$ cat src/rtl/sram_ctrl_pkg.sv
package sram_ctrl_pkg;

  typedef enum logic [2:0] {
    ST_IDLE,
    ST_SETUP,
    ST_WPULSE,
    ST_RWAIT,
    ST_RECOVER
  } sram_state_e;

  // Cycles needed to cover span_ps at period clk_ps: ceiling, never below one.
  function automatic int phase_cycles(input int span_ps, input int clk_ps);
    int n;
    n = (span_ps + clk_ps - 1) / clk_ps;
    if (n < 1) n = 1;
    return n;
  endfunction

  function automatic int max2(input int a, input int b);
    return (a > b) ? a : b;
  endfunction

endpackage

$ cat src/rtl/sram_phase_timer.sv
module sram_phase_timer #(
  parameter int CNT_W = 4
) (
  input  logic             clk,
  input  logic             rst_n,
  input  logic             load,
  input  logic [CNT_W-1:0] load_val,
  output logic             done
);

  logic [CNT_W-1:0] remain;

  always_ff @(posedge clk or negedge rst_n) begin
    if (!rst_n)              remain <= '0;
    else if (load)           remain <= load_val;
    else if (remain != '0)   remain <= remain - 1'b1;
  end

  assign done = (remain == '0);

endmodule

$ cat src/rtl/sram_data_path.sv
module sram_data_path #(
  parameter int DATA_W = 8
) (
  input  logic              clk,
  input  logic              rst_n,
  input  logic              accept,
  input  logic [DATA_W-1:0] wdata,
  input  logic              drive_nxt,
  input  logic              capture,
  input  logic              mem_oe_n,
  input  logic [DATA_W-1:0] mem_dq_in,
  output logic [DATA_W-1:0] mem_dq_out,
  output logic              mem_dq_oe,
  output logic [DATA_W-1:0] rdata,
  output logic              rvalid
);

  always_ff @(posedge clk or negedge rst_n) begin
    if (!rst_n) begin
      mem_dq_out <= '0;
      mem_dq_oe  <= 1'b0;
      rdata      <= '0;
      rvalid     <= 1'b0;
    end else begin
      if (accept)  mem_dq_out <= wdata;
      mem_dq_oe <= drive_nxt;
      if (capture) rdata <= mem_dq_in;
      rvalid <= capture;
    end
  end

  // the pad never drives while the RAM has its outputs enabled
  assert_no_contention_R6: assert property (@(posedge clk) disable iff (!rst_n)
    mem_dq_oe |-> mem_oe_n);

  // drive turns on only after a cycle with output enable high
  assert_turnaround_R7: assert property (@(posedge clk) disable iff (!rst_n)
    $rose(mem_dq_oe) |-> $past(mem_oe_n));

  // read valid is a single-cycle pulse
  assert_rvalid_single_R5: assert property (@(posedge clk) disable iff (!rst_n)
    rvalid |=> !rvalid);

endmodule

$ cat src/rtl/sram_ctrl.sv
module sram_ctrl
  import sram_ctrl_pkg::*;
#(
  parameter int ADDR_W  = 19,
  parameter int DATA_W  = 8,
  parameter int CLK_PS  = 8000,
  parameter int T_AW_PS = 10000,
  parameter int T_WP_PS = 8000,
  parameter int T_DS_PS = 6000,
  parameter int T_AA_PS = 10000,
  parameter int T_HZ_PS = 5000
) (
  input  logic              clk,
  input  logic              rst_n,
  input  logic              req,
  input  logic              wr,
  input  logic [ADDR_W-1:0] addr,
  input  logic [DATA_W-1:0] wdata,
  output logic              ready,
  output logic [DATA_W-1:0] rdata,
  output logic              rvalid,
  output logic [ADDR_W-1:0] mem_addr,
  output logic              mem_ce_n,
  output logic              mem_we_n,
  output logic              mem_oe_n,
  output logic [DATA_W-1:0] mem_dq_out,
  output logic              mem_dq_oe,
  input  logic [DATA_W-1:0] mem_dq_in
);

  localparam int SETUP_CYC = phase_cycles(max2(T_AW_PS - T_WP_PS, 0), CLK_PS);
  localparam int PULSE_CYC = phase_cycles(max2(T_WP_PS, T_DS_PS), CLK_PS);
  localparam int ACC_CYC   = phase_cycles(T_AA_PS, CLK_PS);
  localparam int REC_CYC   = phase_cycles(T_HZ_PS, CLK_PS);
  localparam int MAX_CYC   = max2(max2(SETUP_CYC, PULSE_CYC), max2(ACC_CYC, REC_CYC));
  localparam int CNT_W     = $clog2(MAX_CYC) + 1;

  sram_state_e      state, nxt;
  logic             is_wr;
  logic             accept;
  logic             phase_done;
  logic             capture;
  logic             drive_nxt;
  logic             t_load;
  logic [CNT_W-1:0] t_val;

  assign ready   = (state == ST_IDLE);
  assign accept  = req && ready;
  assign capture = (state == ST_RWAIT) && phase_done;

  always_comb begin
    nxt    = state;
    t_load = 1'b0;
    t_val  = '0;
    unique case (state)
      ST_IDLE: if (accept) begin
        nxt = ST_SETUP;   t_load = 1'b1; t_val = CNT_W'(SETUP_CYC - 1);
      end
      ST_SETUP: if (phase_done) begin
        t_load = 1'b1;
        if (is_wr) begin nxt = ST_WPULSE; t_val = CNT_W'(PULSE_CYC - 1); end
        else       begin nxt = ST_RWAIT;  t_val = CNT_W'(ACC_CYC - 1);   end
      end
      ST_WPULSE, ST_RWAIT: if (phase_done) begin
        nxt = ST_RECOVER; t_load = 1'b1; t_val = CNT_W'(REC_CYC - 1);
      end
      ST_RECOVER: if (phase_done) nxt = ST_IDLE;
      default: nxt = ST_IDLE;
    endcase
  end

  // Keep driving for the recovery cycle after a pulse: zero data hold, no race at the rising edge.
  assign drive_nxt = (nxt == ST_WPULSE) || (state == ST_WPULSE && nxt == ST_RECOVER);

  // Strobes are registered from the next state so the pins never glitch.
  always_ff @(posedge clk or negedge rst_n) begin
    if (!rst_n) begin
      state    <= ST_IDLE;
      is_wr    <= 1'b0;
      mem_addr <= '0;
      mem_ce_n <= 1'b1;
      mem_we_n <= 1'b1;
      mem_oe_n <= 1'b1;
    end else begin
      state    <= nxt;
      if (accept) begin
        is_wr    <= wr;
        mem_addr <= addr;
      end
      mem_ce_n <= !(nxt == ST_SETUP || nxt == ST_WPULSE || nxt == ST_RWAIT);
      mem_we_n <= (nxt != ST_WPULSE);
      mem_oe_n <= (nxt != ST_RWAIT);
    end
  end

  sram_phase_timer #(.CNT_W(CNT_W)) u_timer (
    .clk      (clk),
    .rst_n    (rst_n),
    .load     (t_load),
    .load_val (t_val),
    .done     (phase_done)
  );

  sram_data_path #(.DATA_W(DATA_W)) u_data (
    .clk        (clk),
    .rst_n      (rst_n),
    .accept     (accept),
    .wdata      (wdata),
    .drive_nxt  (drive_nxt),
    .capture    (capture),
    .mem_oe_n   (mem_oe_n),
    .mem_dq_in  (mem_dq_in),
    .mem_dq_out (mem_dq_out),
    .mem_dq_oe  (mem_dq_oe),
    .rdata      (rdata),
    .rvalid     (rvalid)
  );

  // while idle every strobe is inactive
  assert_ready_idle_R2: assert property (@(posedge clk) disable iff (!rst_n)
    ready |-> (mem_ce_n && mem_we_n && mem_oe_n));

  // write pulse only with chip selected, outputs off and data driven
  assert_we_strobe_R3: assert property (@(posedge clk) disable iff (!rst_n)
    !mem_we_n |-> (!mem_ce_n && mem_oe_n && mem_dq_oe));

  // chip selected in the cycle before the write pulse, address held through it
  assert_setup_before_pulse_R4: assert property (@(posedge clk) disable iff (!rst_n)
    $fell(mem_we_n) |-> !$past(mem_ce_n));
  assert_addr_hold_R4: assert property (@(posedge clk) disable iff (!rst_n)
    !mem_we_n |-> $stable(mem_addr));

  // output enable only in a selected read
  assert_read_strobe_R5: assert property (@(posedge clk) disable iff (!rst_n)
    !mem_oe_n |-> (!mem_ce_n && mem_we_n));

  // deselect is followed by recovery, not straight into ready
  assert_recover_R8: assert property (@(posedge clk) disable iff (!rst_n)
    $rose(mem_ce_n) |-> !ready);

endmodule

$ cat config.mk
export PLATFORM = sky130hd
export DESIGN_NAME = sram_ctrl
export DESIGN_NICKNAME = d
export VERILOG_FILES = /design/src/rtl/sram_ctrl_pkg.sv /design/src/rtl/sram_phase_timer.sv /design/src/rtl/sram_data_path.sv /design/src/rtl/sram_ctrl.sv
export SDC_FILE = /design/constraint.sdc
export NUM_CORES = 1
export LEC_CHECK = 0
export BUFFER_PORTS_ARGS = -buffer_cell sky130_fd_sc_hd__buf_4
export CELL_PAD_IN_SITES_DETAIL_PLACEMENT = 1
export CELL_PAD_IN_SITES_GLOBAL_PLACEMENT = 1
export CORE_MARGIN = 2
export CORE_UTILIZATION = 39
export CTS_CLUSTER_DIAMETER = 40
export DETAILED_ROUTE_END_ITERATION = 16
export PLACE_DENSITY_LB_ADDON = 0.1
export SETUP_SLACK_MARGIN = 0.5
export SLEW_MARGIN = 5
export SYNTH_ARGS = -nofsm -noshare
export SYNTH_HDL_FRONTEND = slang
export SYNTH_SLANG_ARGS = --single-unit
$ cat constraint.sdc
create_clock -name clk -period 2.7 [get_ports clk]
set_input_delay 0.54 -clock clk [delete_from_list [all_inputs] [get_ports clk]]
set_output_delay 0.54 -clock clk [all_outputs]
set_load 0.1 [all_outputs]
==> impl_metrics.yaml <==
floorplanning:
  row_count: 25
  io_pins: 80
  die_h_um: 73.5
  die-width_um: 73.5
  dieArea_mm2: 0.00540
  core_area_mm2: 0.00469
  initial_core_util: 0.401
sta:
  clock.fmax_ghz: 0.500
  hold-worst-slack_ps: 233
  worst_slack_ps: 700
  fin_crit_sh: 0.741
  maxSlewHeadroom: 0.615
  finalSetupTns_ps: 0
  hold_viol: 0
  setup_viol: 0
  grt_setup_unrepaired: "no"
  min_period_ps: 2000
  tightestPinTransition_ps: 577
  skew_ps: 2.34
  maxSlewViolCount: 0
place:
  io_buffer_count: 79
  hpwl_um: 3110
  place_area_mm2: 0.00251
  gp_congestion: 0.727
  dp_slack_ps: 659
clock_tree:
  cts_max_path_buffers: 2
  cts_made_buffers: 5
  clk_pin_slew_ps: 80
  postCtsSetupBuffers: 0
  cts.sinks: 46
  htreeDepth: 2
  cts-root-buf: "clkbuf_8"
  cts_resized: 0
  clk_latency_ps: 290
  tritoncts: "done"
  cts-hold-fix-buffers: 0
detailed_routing:
  via_per_inst: 5.00
  ant_nets: 0
  drc: 0
  first_pass_iters: 4
  wl_um: 4230
  vias: 1310
  initialDrtViolationCount: 51
  routedWlPerCell_um: 16.2
critical_path:
  worst-path-buf-inv: 1
  end_kind: "flop"
  critPathMaxFanout: 29
  cp.required_ps: 2870
  max_stage_delay_ps: 540
  worstPathCellList: "or3b_4 > nor2_4 > buf_4 > mux2_2"
  path_class: "flop to flop"
  arrival_ps: 2170
  crit_slowest_cell: "dfrtp_1"
  cp-start-kind: "flop"
  path_delay_family: "simple AND/OR/NAND/NOR gates"
logic_synthesis:
  synth_area_mm2: 0.00188
  seq_area_frac_synth: 0.614
  synth_area_leaders: "dfrtp_1 57%, mux2_2 16%, mux2_4 7.2%"
  yosysWarnings: 0
  ys.flop_type: "dfrtp_1"
  ys_top_cells_by_count: "43 x dfrtp_1, 27 x mux2_2, 9 x mux2_4"
  async_flop_share: 1.00
  ys_types: 29
  synth.avg_cell_area_um2: 14.6
  syn_inst: 129
  syn-num-nets: 169
  synth_edf_count: 0
  yosysMostFrequentCell: "dfrtp_1"
  ys_seq_elements: 46
  yosysTopAreaCellShare: 0.572
  yosysTopAreaCell: "dfrtp_1"
global_routing:
  antenna_found_initial: 0
  grt_pass1_vias: 1477
  grt_first_pass_wirelength_um: 6960
  track_usage: 0.171
  grt_overflow: 0
  grt_max_degree: 47
run:
  cap_violations: 0
layout:
  drive_gt1_frac: 0.620
  nNetsFinal: 249
  syn_to_final_growth_pct: 37.6
  insertedDiodeCount: 0
  finalInstanceArea_mm2: 0.00259
outcome:
  status: "complete, no violations"
min_path:
  hp-class: "input port to asynchronous set/reset pin"
cells in the final DEF, fill, tap and decap left out, drive strengths merged:
master  netlist  final
nor2b         2      2
o21ai         3      3
nor3b         1      1
buf           4     80
nor2          7      7
or3b          1      1
nor3          2      2
xor2          1      1
a21oi         4      4
dfstp         3      3
or4           1      1
clkbuf        3      6
o31ai         2      2
o21bai        1      1
mux2         36     36
nand2         5      5
dfrtp        43     43
ha            1      1
a211o         1      1
o21a          1      1
nand3         1      1
inv           4      4
o21ba         1      1
nand2b        1      1
routing by layer:
metal / share of wire / vias to the layer above / routed length [um] / GRT usage
met2: 0.53 / 48 / 2230 / 0.287
met3: 0.077 / 6 / 325 / 0.0617
li1: - / 598 / - / -
met4: 0.016 / 0 / 66 / 0.0606
met1: 0.38 / 658 / 1610 / 0.201
met5: 0 / - / 0 / 0
layout make-up:
cell class / count / area, um2
inverters: 4 / 15.0
multi-input cells: 72 / 668
well taps: 54 / 67.6
fillers: 492 / 2100
clock buffers: 6 / 82.6
repair buffers: 80 / 601
flip-flops and latches: 46 / 1150
through the flow:
step / cells / utilization
CTS: 262 / 0.552
detailed placement: 256 / 0.534
global placement: 256 / 0.534
floorplan: 129 / -
finish: 262 / 0.552
global route: 262 / 0.552
sequential cells by signal, summed over array words and instances, names as in the netlist:
register / count
is_wr: 1
mem_addr: 19
mem_ce_n: 1
mem_oe_n: 1
mem_we_n: 1
state: 3
u_data.mem_dq_oe: 1
u_data.mem_dq_out: 8
u_data.rdata: 8
u_data.rvalid: 1
u_timer.remain: 2
path summary, 6_finish.rpt:
path	from	endpoint	slack, ps	cells after the start
min in group clk	req	mem_ce_n$_DFF_PN1_	390	2
max	state[1]$_DFF_PN0_	mem_addr[7]$_DFFE_PN0P_	700	4
max reg2reg	state[1]$_DFF_PN0_	mem_addr[7]$_DFFE_PN0P_	700	4
min reg2reg	u_data.mem_dq_out[5]$_DFFE_PN0P_	u_data.mem_dq_out[5]$_DFFE_PN0P_	520	1
max in group asynchronous	rst_n	mem_addr[0]$_DFFE_PN0P_	2060	1
min	rst_n	u_data.mem_dq_out[1]$_DFFE_PN0P_	230	1
cell families after synthesis:
logic type                 Yosys count  share of synthesized area
adders and majority gates            1                    0.00665
and+or+nand+nor                     21                     0.0598
buffers and inverters               11                     0.0372
AOI/OAI and AO/OA                   13                     0.0445
muxes                               36                      0.233
xor gates and xnor gates             1                    0.00466
DFF                                 46                      0.614
Power is not shown: default switching activity piles up to over one toggle a cycle in this logic, so the estimate is an artifact.
